## src/rtl/pgap_pkg.sv

```systemverilog
package pgap_pkg;

  typedef enum logic [2:0] {
    PH_IDLE   = 3'd0,
    PH_HOLD   = 3'd1,
    PH_START  = 3'd2,
    PH_MARK   = 3'd3,
    PH_SPACE  = 3'd4,
    PH_SETTLE = 3'd5
  } phase_t;

  function automatic int unsigned max2(input int unsigned a, input int unsigned b);
    return (a > b) ? a : b;
  endfunction

endpackage

```

## src/rtl/pgap_frame_build.sv

```systemverilog
module pgap_frame_build #(
  parameter int OP_W    = 2,
  parameter int PWD_W   = 32,
  parameter int DATA_W  = 32,
  parameter int ADDR_W  = 3,
  parameter int FRAME_W = OP_W + 1 + PWD_W + 1 + DATA_W + ADDR_W,
  parameter int LEN_W   = $clog2(FRAME_W + 1)
) (
  input  logic               wr,
  input  logic               pwd_en,
  input  logic [OP_W-1:0]    op,
  input  logic               page,
  input  logic [PWD_W-1:0]   pwd,
  input  logic               lock,
  input  logic [DATA_W-1:0]  data,
  input  logic [ADDR_W-1:0]  addr,
  output logic [FRAME_W-1:0] frame,
  output logic [LEN_W-1:0]   len
);
  localparam int WRF_W = 1 + DATA_W;

  // first bit to send sits in the MSB; unused tail is zero
  always_comb begin
    unique case ({wr, pwd_en})
      2'b11: begin
        frame = {op, page, pwd, lock, data, addr};
        len   = LEN_W'(FRAME_W);
      end
      2'b10: begin
        frame = {op, page, lock, data, addr, {PWD_W{1'b0}}};
        len   = LEN_W'(FRAME_W - PWD_W);
      end
      2'b01: begin
        frame = {op, page, pwd, addr, {WRF_W{1'b0}}};
        len   = LEN_W'(FRAME_W - WRF_W);
      end
      default: begin
        frame = {op, page, addr, {(PWD_W + WRF_W){1'b0}}};
        len   = LEN_W'(FRAME_W - WRF_W - PWD_W);
      end
    endcase
  end
endmodule

```

## src/rtl/pgap_bit_shift.sv

```systemverilog
module pgap_bit_shift #(
  parameter int FRAME_W = 71,
  parameter int LEN_W   = 7
) (
  input  logic               clk,
  input  logic               rst_n,
  input  logic               load,
  input  logic [FRAME_W-1:0] frame_in,
  input  logic [LEN_W-1:0]   len_in,
  input  logic               shift,
  output logic               cur_bit,
  output logic               empty
);
  logic [FRAME_W-1:0] sreg;
  logic [LEN_W-1:0]   left;

  always_ff @(posedge clk) begin
    if (!rst_n) begin
      sreg <= '0;
      left <= '0;
    end else if (load) begin
      sreg <= frame_in;
      left <= len_in;
    end else if (shift && left != '0) begin
      sreg <= {sreg[FRAME_W-2:0], 1'b0};
      left <= left - 1'b1;
    end
  end

  assign cur_bit = sreg[FRAME_W-1];
  assign empty   = (left == '0);
endmodule

```

## src/rtl/pgap_phase_timer.sv

```systemverilog
module pgap_phase_timer #(
  parameter int CNT_W = 14
) (
  input  logic             clk,
  input  logic             rst_n,
  input  logic             load,
  input  logic [CNT_W-1:0] load_val,
  input  logic             tick,
  output logic             expire
);
  logic [CNT_W-1:0] cnt;

  // a phase loaded with N-1 lasts exactly N ticks
  always_ff @(posedge clk) begin
    if (!rst_n)                   cnt <= '0;
    else if (load)                cnt <= load_val;
    else if (tick && cnt != '0)   cnt <= cnt - 1'b1;
  end

  assign expire = tick && (cnt == '0);
endmodule

```

## src/rtl/pgap_seq_ctrl.sv

```systemverilog
module pgap_seq_ctrl
  import pgap_pkg::*;
#(
  parameter int CNT_W        = 14,
  parameter int HOLD_TICKS   = 8375,
  parameter int START_TICKS  = 50,
  parameter int ZERO_TICKS   = 24,
  parameter int ONE_TICKS    = 54,
  parameter int GAP_TICKS    = 20,
  parameter int SETTLE_TICKS = 150
) (
  input  logic             clk,
  input  logic             rst_n,
  input  logic             cmd_valid,
  input  logic             cmd_write,
  input  logic             expire,
  input  logic             cur_bit,
  input  logic             empty,
  output logic             cmd_ready,
  output logic             tm_load,
  output logic [CNT_W-1:0] tm_val,
  output logic             sh_load,
  output logic             sh_shift,
  output logic             field_on,
  output logic             done,
  output logic             capture_en
);
  localparam logic [CNT_W-1:0] L_HOLD   = CNT_W'(HOLD_TICKS - 1);
  localparam logic [CNT_W-1:0] L_START  = CNT_W'(START_TICKS - 1);
  localparam logic [CNT_W-1:0] L_ZERO   = CNT_W'(ZERO_TICKS - 1);
  localparam logic [CNT_W-1:0] L_ONE    = CNT_W'(ONE_TICKS - 1);
  localparam logic [CNT_W-1:0] L_GAP    = CNT_W'(GAP_TICKS - 1);
  localparam logic [CNT_W-1:0] L_SETTLE = CNT_W'(SETTLE_TICKS - 1);

  phase_t state, nxt;
  logic   is_read;
  logic   park;
  logic   fin, fin_rd;

  always_comb begin
    nxt      = state;
    tm_load  = 1'b0;
    tm_val   = '0;
    sh_load  = 1'b0;
    sh_shift = 1'b0;
    fin      = 1'b0;
    fin_rd   = 1'b0;
    unique case (state)
      PH_IDLE: if (cmd_valid) begin
        nxt     = PH_HOLD;
        tm_load = 1'b1;
        tm_val  = L_HOLD;
        sh_load = 1'b1;
      end
      PH_HOLD: if (expire) begin
        nxt     = PH_START;
        tm_load = 1'b1;
        tm_val  = L_START;
      end
      PH_START: if (expire) begin
        nxt     = PH_MARK;
        tm_load = 1'b1;
        tm_val  = cur_bit ? L_ONE : L_ZERO;
      end
      PH_MARK: if (expire) begin
        nxt      = PH_SPACE;
        tm_load  = 1'b1;
        tm_val   = L_GAP;
        sh_shift = 1'b1;
      end
      PH_SPACE: if (expire) begin
        if (!empty) begin
          nxt     = PH_MARK;
          tm_load = 1'b1;
          tm_val  = cur_bit ? L_ONE : L_ZERO;
        end else if (is_read) begin
          nxt     = PH_SETTLE;
          tm_load = 1'b1;
          tm_val  = L_SETTLE;
        end else begin
          nxt = PH_IDLE;
          fin = 1'b1;
        end
      end
      PH_SETTLE: if (expire) begin
        nxt    = PH_IDLE;
        fin    = 1'b1;
        fin_rd = 1'b1;
      end
      default: nxt = PH_IDLE;
    endcase
  end

  always_ff @(posedge clk) begin
    if (!rst_n) begin
      state      <= PH_IDLE;
      is_read    <= 1'b0;
      park       <= 1'b0;
      done       <= 1'b0;
      capture_en <= 1'b0;
    end else begin
      state      <= nxt;
      done       <= fin;
      capture_en <= fin_rd;
      if (fin) park <= 1'b1;
      if (state == PH_IDLE && cmd_valid) is_read <= !cmd_write;
    end
  end

  assign cmd_ready = (state == PH_IDLE);
  assign field_on  = (state == PH_HOLD) || (state == PH_MARK) ||
                     (state == PH_SETTLE) || (state == PH_IDLE && park);
endmodule

```

## src/rtl/pgap_downlink_tx.sv

```systemverilog
module pgap_downlink_tx
  import pgap_pkg::*;
#(
  parameter int OP_W         = 2,
  parameter int PWD_W        = 32,
  parameter int DATA_W       = 32,
  parameter int ADDR_W       = 3,
  parameter int HOLD_TICKS   = 8375,
  parameter int START_TICKS  = 50,
  parameter int ZERO_TICKS   = 24,
  parameter int ONE_TICKS    = 54,
  parameter int GAP_TICKS    = 20,
  parameter int SETTLE_TICKS = 150
) (
  input  logic              clk,
  input  logic              rst_n,
  input  logic              tick,
  input  logic              cmd_valid,
  output logic              cmd_ready,
  input  logic              cmd_write,
  input  logic [OP_W-1:0]   cmd_op,
  input  logic              cmd_page,
  input  logic              cmd_pwd_en,
  input  logic [PWD_W-1:0]  cmd_pwd,
  input  logic              cmd_lock,
  input  logic [DATA_W-1:0] cmd_data,
  input  logic [ADDR_W-1:0] cmd_addr,
  output logic              field_on,
  output logic              done,
  output logic              capture_en
);
  localparam int FRAME_W = OP_W + 1 + PWD_W + 1 + DATA_W + ADDR_W;
  localparam int LEN_W   = $clog2(FRAME_W + 1);
  localparam int MAX_T   = max2(max2(max2(HOLD_TICKS, START_TICKS), max2(ZERO_TICKS, ONE_TICKS)),
                                max2(GAP_TICKS, SETTLE_TICKS));
  localparam int CNT_W   = $clog2(MAX_T + 1);

  logic [FRAME_W-1:0] frame;
  logic [LEN_W-1:0]   len;
  logic               tm_load, expire, sh_load, sh_shift, cur_bit, empty;
  logic [CNT_W-1:0]   tm_val;

  pgap_frame_build #(
    .OP_W(OP_W), .PWD_W(PWD_W), .DATA_W(DATA_W), .ADDR_W(ADDR_W),
    .FRAME_W(FRAME_W), .LEN_W(LEN_W)
  ) u_build (
    .wr(cmd_write), .pwd_en(cmd_pwd_en), .op(cmd_op), .page(cmd_page),
    .pwd(cmd_pwd), .lock(cmd_lock), .data(cmd_data), .addr(cmd_addr),
    .frame(frame), .len(len)
  );

  pgap_bit_shift #(.FRAME_W(FRAME_W), .LEN_W(LEN_W)) u_shift (
    .clk(clk), .rst_n(rst_n), .load(sh_load), .frame_in(frame), .len_in(len),
    .shift(sh_shift), .cur_bit(cur_bit), .empty(empty)
  );

  pgap_phase_timer #(.CNT_W(CNT_W)) u_timer (
    .clk(clk), .rst_n(rst_n), .load(tm_load), .load_val(tm_val),
    .tick(tick), .expire(expire)
  );

  pgap_seq_ctrl #(
    .CNT_W(CNT_W), .HOLD_TICKS(HOLD_TICKS), .START_TICKS(START_TICKS),
    .ZERO_TICKS(ZERO_TICKS), .ONE_TICKS(ONE_TICKS), .GAP_TICKS(GAP_TICKS),
    .SETTLE_TICKS(SETTLE_TICKS)
  ) u_ctrl (
    .clk(clk), .rst_n(rst_n), .cmd_valid(cmd_valid), .cmd_write(cmd_write),
    .expire(expire), .cur_bit(cur_bit), .empty(empty), .cmd_ready(cmd_ready),
    .tm_load(tm_load), .tm_val(tm_val), .sh_load(sh_load), .sh_shift(sh_shift),
    .field_on(field_on), .done(done), .capture_en(capture_en)
  );
endmodule

```

## config.mk

```make
export PLATFORM = sky130hd
export DESIGN_NAME = pgap_downlink_tx
export DESIGN_NICKNAME = d
export VERILOG_FILES = /design/src/rtl/pgap_pkg.sv /design/src/rtl/pgap_frame_build.sv /design/src/rtl/pgap_bit_shift.sv /design/src/rtl/pgap_phase_timer.sv /design/src/rtl/pgap_seq_ctrl.sv /design/src/rtl/pgap_downlink_tx.sv
export SDC_FILE = /design/constraint.sdc
export NUM_CORES = 1
export LEC_CHECK = 0
export ABC_AREA = 1
export BUFFER_PORTS_ARGS = -buffer_cell sky130_fd_sc_hd__clkbuf_2
export CAP_MARGIN = 20
export CORE_MARGIN = 4
export CORE_UTILIZATION = 51
export DETAILED_ROUTE_END_ITERATION = 12
export GPL_TIMING_DRIVEN = 0
export MAX_ROUTING_LAYER = met4
export PLACE_DENSITY = 0.73
export SLEW_MARGIN = 0
export SYNTH_ARGS = -nofsm -noshare
export SYNTH_HDL_FRONTEND = slang
export SYNTH_SLANG_ARGS = --single-unit
```

## constraint.sdc

```tcl
create_clock -name clk -period 2.8 [get_ports clk]
set_clock_uncertainty 0.2 [all_clocks]
set_input_delay 0.56 -clock clk [delete_from_list [all_inputs] [get_ports clk]]
set_output_delay 0.56 -clock clk [all_outputs]
set_load 0.05 [all_outputs]
```

# == Word-level counts from Yosys, hierarchy flattened ==
# Index checks and enable logic that the tools add are counted.
# word_totals
word_cells,81
register_bits,99
# classes
n_mux,38
reduce_logical,19
n_addsub,2
n_eq_ne,14
# ops
op,n
$pmux W68 S3,1
$mux W71,2
$mux W14,6
$pmux W14 S5,1
$mux W3,8
$pmux W7 S3,1
$pmux W3 S6,1
$logic_not A14 Y1,1
$mux W7,2
$reduce_bool A14 Y1,1
$sub A14 B1 Y14 const B,1
$mux W6,2
$ne A2 B2 Y1 const B,6
$mux W1,10
$mux W8,1
$logic_not A7 Y1,1
$reduce_bool A7 Y1,1
$sub A7 B1 Y7 const B,1
$eq A3 B2 Y1 const B,2
$eq A3 B3 Y1 const B,2
$reduce_and A6 Y1,1
$logic_and A1 B1 Y1,5
$mux W5,1
$eq A2 B2 Y1 const B,2
other kinds (10),13

# == Depth between registers and ports, before layout ==
# Gate-level depths: netlist (run 1).
# depth
depth_word,7
ltp_mapped,13

# == By module ==
# A second synthesis (run 1) with hierarchy kept.
# hier_totals
cells_unflattened,1037
area_unflattened_um2,6756.5
# by_module_without_submodules
mod,area_each_um2,seq_area_each_um2,cells_per_inst,n_inst
pgap_bit_shift,3746.1,1561.5,465,1
pgap_frame_build,1427.6,0.0,318,1
pgap_phase_timer,1012.2,280.3,172,1
pgap_seq_ctrl,570.5,140.1,82,1

# == Worst setup path before layout (run 1) ==
# No wires, ideal clock.
# synth_path
path_kind,input-to-reg
start,in cmd_write
end,reg u_shift.sreg[59]
path_buffers,2
path_stages,11
t_required_ns,2.472
setup_time_ns,0.128
arrival_ns,1.872
setup_slack_ns,0.600
path_cell_list,inv_1 ha_1 or2_2 clkbuf_1 clkbuf_1 a22oi_1 nor2_1 a21oi_1 nand2_1 o21ai_0 nor2_1
# synth_via
elab_chain_len,3
# synth_rtl
element,line,source
from (decl),pgap_downlink_tx.sv:20,"input logic cmd_write,"
$eq A2 B1 Y1 or $eq A2 B2 Y1 (tied branches),pgap_frame_build.sv:24,"unique case ({wr, pwd_en})"
$pmux W68 S3 (*),pgap_frame_build.sv:24,
$mux W71 (*),pgap_bit_shift.sv:21,end else if (load) begin
to (signal assigned),pgap_bit_shift.sv:22,sreg <= frame_in;
to (signal assigned),pgap_bit_shift.sv:25,"sreg <= {sreg[FRAME_W-2:0], 1'b0};"
to (decl),pgap_bit_shift.sv:14,logic [FRAME_W-1:0] sreg;
# Every way passes the cells marked *; elsewhere a longest branch is shown, timed or not.
# A chain may end at the register's enable or synchronous reset.

# == Worst setup path in the final report (run 1) ==
# layout_path
start,in cmd_write
end,reg u_shift.sreg[49]
# Same word-level chain as after synthesis.

==> flow_summary.yaml, run 1 <==
cts:
  clk_pin_slew_ns: 0.09
  clockBufferDepth: 2
  numCtsBuffers: 9
  ctsRootBufferMaster: "clkbuf_8"
  clk_latency_ns: 0.38
  postCtsSetupBuffers: 0
  clock_tree.htree_level_count: 3
  clock-sinks: 99
  cts_resized: 0
  cts_tree: "built"
  cts_hold_buf: 0
power:
  p_int_w: 0.00328
  ir_drop_uv: 483
  switching_share_pct: 46.4
  p_comb_share_pct: 51.8
  p_leak_nw: 2.65
  pwr-share-seq_pct: 34.2
  power_switching_w: 0.00284
  clkPwrFrac_pct: 14.0
  power_density_mw_per_mm2: 991
logic_synthesis:
  syn-cell-area_mm2: 0.00544
  synthFlopType: "dfxtp_1"
  synth_top_area_cell: "dfxtp_1"
  syn-num-nets: 912
  synthDistinctLibCells: 34
  synth_compound_area_share_pct: 20.3
  synth_adder_area_share_pct: 1.84
  yosys-mux-area-fraction_pct: 0
  synth_top_family_by_area: "simple AND/OR/NAND/NOR gates"
  synthCells: 827
  postSynthAreaPerCell_um2: 6.58
  synth_warnings: 0
  synth-simple-area-share_pct: 30.6
  synthArstFlopShare_pct: 0
  yosysSeqAreaShare_pct: 36.4
  synth-seq-cells: 99
  synth_top_cell_area_share_pct: 36.4
  yosys-top-cells-area: "dfxtp_1 (36%), nand2_1 (16%), o21ai_0 (8.2%)"
  synth-edff-count: 0
  synth-xor-area-share_pct: 1.61
sta:
  drv_slew: 0
  tightest_slew_ns: 0.635
  setup_viol: 0
  fmax_ghz: 0.421
  tns_ns: 0
  post-route-period-util_pct: 84.8
  fin_crit_ns: 2.37
  layout_setup_ws_ns: 0.425
  slew-limit-headroom_pct: 57.7
  final-hold-violation-count: 0
  rsz0062_at_grt: "false"
outcome:
  status: "finished clean"
layout:
  multi_input_area_mm2: 0.00296
  nets: 1003
  final_cells: 1057
  final_common_cell: "nand2_1"
  area_growth_syn_to_layout_pct: 13.6
  antenna_cells: 0
  fillers: 1046
  seq_area_mm2: 0.00198
  most-common-layout-cells: "nand2_1 (233), nor2_1 (114), dfxtp_1 (99)"
  drive_gt1_share_pct: 14.2
route:
  vias: 5900
  ant_nets: 0
  drtIter0Drc: 561
  routed_via_density: 5.58
  wl_mm: 16.7
  firstDrtPassIters: 5
  drc: 0
  avgRoutedWirePerCell_um: 15.8
die:
  core_area_mm2: 0.0104
  die_x_um: 111
  die_h_um: 111
  io_pins: 81
  start_util_pct: 52.4
  row_count: 37
  die_area_mm2: 0.0124
run:
  maxCapViolCount: 0
placement:
  place_congestion: 0.911
  dp_cells: 1043
  place_ws_ns: 0.0889
  portBuffers: 80
  detailed_place_hpwl_mm: 12.4
min_path:
  worst_hold_path_type: "in2reg"
global_routing:
  grt_pass1_wl_mm: 27.1
  grt_pass1_vias: 5671
  overflow: 0
  track_usage_pct: 27.6
  antenna_found_initial: 0
  grt_max_degree: 15
worst_setup_path:
  end_kind: "register"
  crit_fanout: 10
  required_ns: 2.91
  crit_arrival_ns: 2.48
  worstSetupPathType: "in2reg"
  critPathLaunchType: "primary input"
==> critical path, stage by stage <==
cell and delay (ns):
clkbuf_2 0.13, inv_1 0.09, ha_1 0.21, or2_2 0.13
clkbuf_1 0.22, clkbuf_1 0.53, a22oi_1 0.20, o21ai_0 0.20
nand2_1 0.07, a21oi_1 0.13
==> logic make-up (layout without fill, tap and decap cells) <==
logic type / after synthesis / count (layout)
compound gates: 205 / 205
xor+xnor: 10 / 10
fa+ha+maj: 8 / 8
buf+inv: 94 / 188
flops: 99 / 99
simple gates: 411 / 411
==> power groups by stage <==
stage / Sequential, W / Clock, W / Combinational (W)
5_1_grt: 0.00214 / 0.000930 / 0.00356
6_report: 0.00209 / 0.000858 / 0.00317
2_1_floorplan: 0.00203 / 0 / 0.00238
3_5_place_dp: 0.00210 / 0 / 0.00311
4_1_cts: 0.00208 / 0.000873 / 0.00313
3_3_place_gp: 0.00209 / 0 / 0.00304
==> flip-flops by register name, indices dropped and copies added, names as in the netlist <==
register / count
u_ctrl.done: 1
u_ctrl.state: 3
u_ctrl.park: 1
u_timer.cnt: 14
u_ctrl.capture_en: 1
u_shift.sreg: 71
u_ctrl.is_read: 1
u_shift.left: 7
==> metal layers <==
layer  wire (um)  global-route usage, %  share of wire, %  vias to the layer above
li1            -                      -                 -                     2886
met1        6970                   32.5                42                     2734
met2        8060                   45.9                48                      245
met3        1190                   5.57               7.1                       35
met4         484                   11.5               2.9                        0
met5           0                      -                 0                        -
==> synth_stat cells (6+ instances only) <==
cell type and instances:
a22oi_1 26, xor2_1 9, buf_6 15, a21oi_1 79
clkbuf_1 28, nand3_1 45, ha_1 8, buf_2 6
inv_1 38, nor2_1 114, o21ai_0 89, nand2_1 233
dfxtp_1 99
==> per-stage QoR <==
step	instance area (um^2)	utilization (%)	power, W	hold WS [ns]
global route	6180	59.6	0.00663	0.237
global placement	6010	57.9	0.00512	0.246
CTS	6180	59.6	0.00609	0.223
finish	6180	59.6	0.00612	0.235
detailed placement	6010	57.9	0.00522	0.251
floorplan	5440	-	0.00441	0.239
==> final timing paths <==
| check | from | endpoint | slack, ns | cells past startpoint |
|---|---|---|---|---|
| worst max-delay path | cmd_write | u_shift.sreg[49]$_SDFFE_PN0P_ | 0.43 | 10 |
| worst min-delay path | cmd_write | u_ctrl.is_read$_SDFFE_PN0P_ | 0.23 | 2 |
| worst max register to register | u_ctrl.state[1]$_SDFFE_PN0P_ | u_shift.sreg[19]$_SDFFE_PN0P_ | 0.51 | 10 |
| worst min register to register | u_shift.sreg[44]$_SDFFE_PN0P_ | u_shift.sreg[44]$_SDFFE_PN0P_ | 0.27 | 2 |
==> layout make-up <==
type	instances	share of cell area [%]
multi-input cells	634	47.9
flip-flops and latches	99	32.1
repair buffers	80	6.48
plain buffers	53	5.49
well taps	136	2.76
inverters	41	2.53
clock buffers	12	2.51
clock inverters	2	0.203
Note: power is estimated with default switching activity, not from simulation.
==> run 2: changes to the inputs <==
Settings changed: PLACE_DENSITY 0.73 to 0.75.
Clock period 2.8 ns to 2.1 ns, I/O delays scaled along.
==> run 2 against run 1 <==
Compared with the run above:
- sequential share of layout area down 1.2 points
- non-clock buffer count is 6 higher
- register-to-register slack worse by 0.42 ns
- critical path type is now reg2out
==> flow_summary.yaml, run 2 (synthesis results as in run 1) <==
outcome:
  status: "finished clean"
power:
  power_density_mw_per_mm2: 1350
  ir_drop_uv: 777
  p_leak_nw: 2.77
  total_power_w: 0.00869
die:
  die_h_um: 111
  row_count: 37
  core_area_mm2: 0.0104
  start_util_pct: 52.4
  die_area_mm2: 0.0124
  io_pins: 81
  die_x_um: 111
route:
  top_layer_used: "met4"
  vias: 5785
  met1Wirelength_mm: 7.27
  wl_met2_mm: 7.85
  firstDrtPassIters: 8
  drc: 0
  routed_via_density: 5.43
  drtIter0Drc: 519
  avgRoutedWirePerCell_um: 15.4
  ant_nets: 0
  wl_mm: 16.4
  met3WireLength_um: 971
layout:
  drive_gt1_share_pct: 19.9
  top_regs: "u_shift.sreg x71, u_timer.cnt x14, u_shift.left x7"
  top_register: "u_shift.sreg"
  area_growth_syn_to_layout_pct: 18.5
  largest_register_ffs: 71
  most-common-layout-cells: "nand2_1 (228), nor2_1 (104), dfxtp_1 (95)"
  final_util_pct: 62.2
  seq_area_mm2: 0.00199
  multi_input_area_mm2: 0.00306
  antenna_cells: 0
  final_cells: 1065
  fillers: 1060
  final_common_cell: "nand2_1"
  nets: 1009
worst_setup_path:
  crit_arrival_ns: 1.41
  crit_family: "flip-flops"
  critPathMaxStageDelay_ns: 0.38
  crit_fanout: 6
  worstSetupPathType: "reg2out"
  required_ns: 1.48
  end_kind: "primary output"
  critPathLaunchType: "register"
  cpMaxStageDelayCell: "dfxtp_4"
  crit_chain: "inv_2, nor3_2, inv_1, o211ai_1, clkbuf_8"
  crit_buf_inv: 3
placement:
  dp_cells: 1043
  portBuffers: 80
  detailed_place_hpwl_mm: 12.0
  place_congestion: 0.938
  place_ws_ns: -0.532
sta:
  setup_viol: 0
  fmax_ghz: 0.492
  post-route-period-util_pct: 96.8
  final-hold-violation-count: 0
  tightest_slew_ns: 0.591
  rsz0062_at_grt: "true"
  layout_setup_ws_ns: 0.0677
  drv_slew: 0
  fin_crit_ns: 2.03
  slew-limit-headroom_pct: 60.6
  worst_hold_slack_ns: 0.0907
global_routing:
  grt_pass1_vias: 5350
  antenna_found_initial: 0
  grt_pass1_wl_mm: 26.2
  overflow: 0
  track_usage_pct: 26.7
  grt_max_degree: 18
cts:
  clockBufferDepth: 2
  numCtsBuffers: 9
  clock_tree.htree_level_count: 3
  clk_latency_ns: 0.39
  clock-sinks: 99
  cts_tree: "built"
  ctsRootBufferMaster: "clkbuf_8"
  clk_pin_slew_ns: 0.10
min_path:
  worst_hold_path_type: "in2reg"
run:
  maxCapViolCount: 0
run 2: cell types whose count changed in the layout (fill, tap and decap cells not counted), sizes merged:
| cell | previous run | this run |
|---|---|---|
| buf | 25 | 31 |
| clkinv | 1 | 2 |
| inv | 41 | 43 |
| clkbuf | 120 | 118 |
| bufinv | 0 | 1 |
run 2: repair_timing:
action	4_1_cts	5_1_grt
hold buffers	0	0
pin swaps	1	6
resized for setup	12	77
endpoints found under the hold margin	0	0
buffers inserted	2	5
endpoints found under the setup margin	31	92
cloned	0	1
run 2: per-stage QoR:
step                TNS, ns  area [um^2]
floorplan                 0         5440
global placement     -19.82         6010
detailed placement   -20.34         6010
CTS                       0         6260
global route         -0.548         6440
finish                    0         6440
run 2: worst paths after layout:
kind,from,endpoint,slack (ns),cells after the start
worst max-delay path,u_ctrl.state[2]$_SDFFE_PN0P_,field_on,0.07,5
worst max register to register,u_timer.cnt[5]$_SDFFE_PN0P_,u_shift.sreg[32]$_SDFFE_PN0P_,0.09,12
worst min register to register,u_shift.sreg[68]$_SDFFE_PN0P_,u_shift.sreg[68]$_SDFFE_PN0P_,0.27,2
worst min-delay path,cmd_write,u_ctrl.is_read$_SDFFE_PN0P_,0.09,2
run 2: area by class of cell:
cell class | instances | area share [%]
timing repair buffer | 88 | 7.55
buffer | 51 | 5.88
clock inverter | 6 | 1.13
sequential | 99 | 30.9
multi-input combinational | 634 | 47.5
clock buffer | 10 | 1.98
inverter | 41 | 2.47
tap | 136 | 2.64
run 2: routing by layer:
layer,global-route usage (%),up-vias
li1,-,2908
met1,34.1,2663
met2,43.3,187
met3,3.93,27
met4,9.41,0
met5,-,-
run 2: report_power, final:
| group | leakage (nW) | internal [W] | switching [W] | total, W |
|---|---|---|---|---|
| sequential | 0.812 | 0.00242 | 0.000388 | 0.00281 |
| combinational | 1.86 | 0.00173 | 0.00285 | 0.00458 |
| clock | 0.0975 | 0.000565 | 0.000734 | 0.00130 |
| total | 2.77 | 0.00471 | 0.00397 | 0.00869 |
run 2: worst reg2reg max path, stage by stage (launching register included):
cell and delay (ns):
dfxtp_1 0.36, nor2_2 0.18, nand2_1 0.09, nor2_2 0.12, nand2_2 0.10, nor2_8 0.13, nand3_4 0.10, nand2_4 0.12
buf_12 0.14, inv_6 0.06, buf_8 0.15, nor2_1 0.10, nor2_1 0.05
==> run 3: changes to the inputs <==
Settings changed: BUFFER_PORTS_ARGS -buffer_cell sky130_fd_sc_hd__clkbuf_2 to -buffer_cell sky130_fd_sc_hd__buf_2.
==> run 3 against run 2 <==
Compared with the run above:
- flip-flop and latch count is the same
- design area up 1.4%
- combinational power is 2% higher
- largest power group unchanged
- critical path type is now in2reg
- via count grew 1.1%
==> flow_summary.yaml, run 3 (synthesis results as in run 1) <==
die:
  die_area_mm2: 0.0124
  die_h_um: 111
  core_area_mm2: 0.0104
  row_count: 37
  die_x_um: 111
  start_util_pct: 52.4
  io_pins: 81
layout:
  seq_area_mm2: 0.00199
  final_util_pct: 63.0
  top_register: "u_shift.sreg"
  most-common-layout-cells: "nand2_1 (228), nor2_1 (103), dfxtp_1 (93)"
  largest_register_ffs: 71
  nets: 1014
  multi_input_area_mm2: 0.00307
  top_regs: "u_shift.sreg x71, u_timer.cnt x14, u_shift.left x7"
  antenna_cells: 0
  fillers: 1022
  area_growth_syn_to_layout_pct: 20.2
  drive_gt1_share_pct: 20.7
  final_common_cell: "nand2_1"
route:
  vias: 5848
  drc: 0
  wl_mm: 16.6
  routed_via_density: 5.47
  avgRoutedWirePerCell_um: 15.6
  ant_nets: 0
  firstDrtPassIters: 8
  drtIter0Drc: 514
worst_setup_path:
  end_kind: "register"
  critPathMaxStageDelay_ns: 0.40
  worstSetupPathType: "in2reg"
  crit_fanout: 10
  required_ns: 2.23
  crit_chain: "buf_2, inv_1, ha_1, clkbuf_1, clkbuf_2, a22oi_1, o21ai_0, nor2_4, nor2_1"
  crit_arrival_ns: 2.19
  crit_family: "buffers and inverters"
  cpMaxStageDelayCell: "clkbuf_1"
  reg2reg_slack_ns: 0.08
  critPathLaunchType: "primary input"
  crit_buf_inv: 4
sta:
  tightest_slew_ns: 0.587
  post-route-period-util_pct: 98.3
  setup_viol: 0
  final-hold-violation-count: 0
  drv_slew: 0
  fmax_ghz: 0.484
  fin_crit_ns: 2.06
  slew-limit-headroom_pct: 60.9
power:
  pwr-share-seq_pct: 31.9
  power_density_mw_per_mm2: 1350
  switching_share_pct: 45.4
  power_switching_w: 0.00401
  p_int_w: 0.00483
  p_comb_share_pct: 53.1
  p_leak_nw: 2.82
  total_power_w: 0.00884
  ir_drop_uv: 716
  clkPwrFrac_pct: 15.1
cts:
  numCtsBuffers: 9
  clock-sinks: 99
  ctsRootBufferMaster: "clkbuf_8"
  cts_hold_buf: 0
  clock_tree.htree_level_count: 3
  clk_pin_slew_ns: 0.10
  clk_latency_ns: 0.38
  cts_tree: "built"
  clockBufferDepth: 2
global_routing:
  overflow: 0
  track_usage_pct: 26.7
  antenna_found_initial: 0
  grt_pass1_wl_mm: 26.4
  grt_pass1_vias: 5396
  grt_max_degree: 18
run:
  maxCapViolCount: 0
outcome:
  status: "finished clean"
placement:
  place_congestion: 0.912
  portBuffers: 80
  detailed_place_hpwl_mm: 11.9
min_path:
  worst_hold_path_type: "in2reg"
run 3: final timing paths:
| path | to | cells after the start | from |
|---|---|---|---|
| setup reg to reg | u_shift.sreg[42]$_SDFFE_PN0P_ | 13 | u_timer.cnt[0]$_SDFFE_PN0P_ |
| hold / removal | u_ctrl.is_read$_SDFFE_PN0P_ | 2 | cmd_write |
| hold reg to reg | u_shift.sreg[20]$_SDFFE_PN0P_ | 2 | u_shift.sreg[20]$_SDFFE_PN0P_ |
| setup / recovery | u_shift.sreg[39]$_SDFFE_PN0P_ | 9 | cmd_pwd_en |
run 3: area by class of cell:
cell class / count / area share (%)
Buffer: 51 / 5.97
Clock buffer: 10 / 2.11
Clock inverter: 6 / 1.11
Inverter: 41 / 2.43
Multi-Input combinational cell: 634 / 46.9
Sequential cell: 99 / 30.4
Tap cell: 136 / 2.60
Timing Repair Buffer: 93 / 8.46
run 3: repair_timing:
action,4_1_cts,5_1_grt
resized for setup,10,77
endpoints found under the setup margin,30,92
pin swaps,1,8
setup buffers,2,8
cloned,0,3
run 3: power groups by stage:
stage | registers [W] | clock network, W | logic [W]
after floorplan | 0.00271 | 0 | 0.00317
after CTS | 0.00277 | 0.00133 | 0.00417
after detailed placement | 0.00280 | 0 | 0.00412
final | 0.00281 | 0.00133 | 0.00469
after global routing | 0.00288 | 0.00141 | 0.00523
after global placement | 0.00279 | 0 | 0.00408
run 3: through the flow:
stage	instances	worst slack (ns)	hold WS (ns)	TNS [ns]	area [um^2]
floorplan	827	0.0400	0.239	0	5440
global placement	1043	-0.464	0.247	-19.01	6010
detailed placement	1043	-0.512	0.251	-19.56	6010
CTS	1061	0.00370	0.0725	0	6260
global route	1070	-0.0264	0.0816	-0.159	6540
finish	1070	0.0360	0.0810	0	6540
run 3: layer usage:
metal,wire [um],GRT usage [%]
met3,1120,4.75
met4,310,7.38
met2,8020,43.3
met5,0,-
met1,7200,34.5
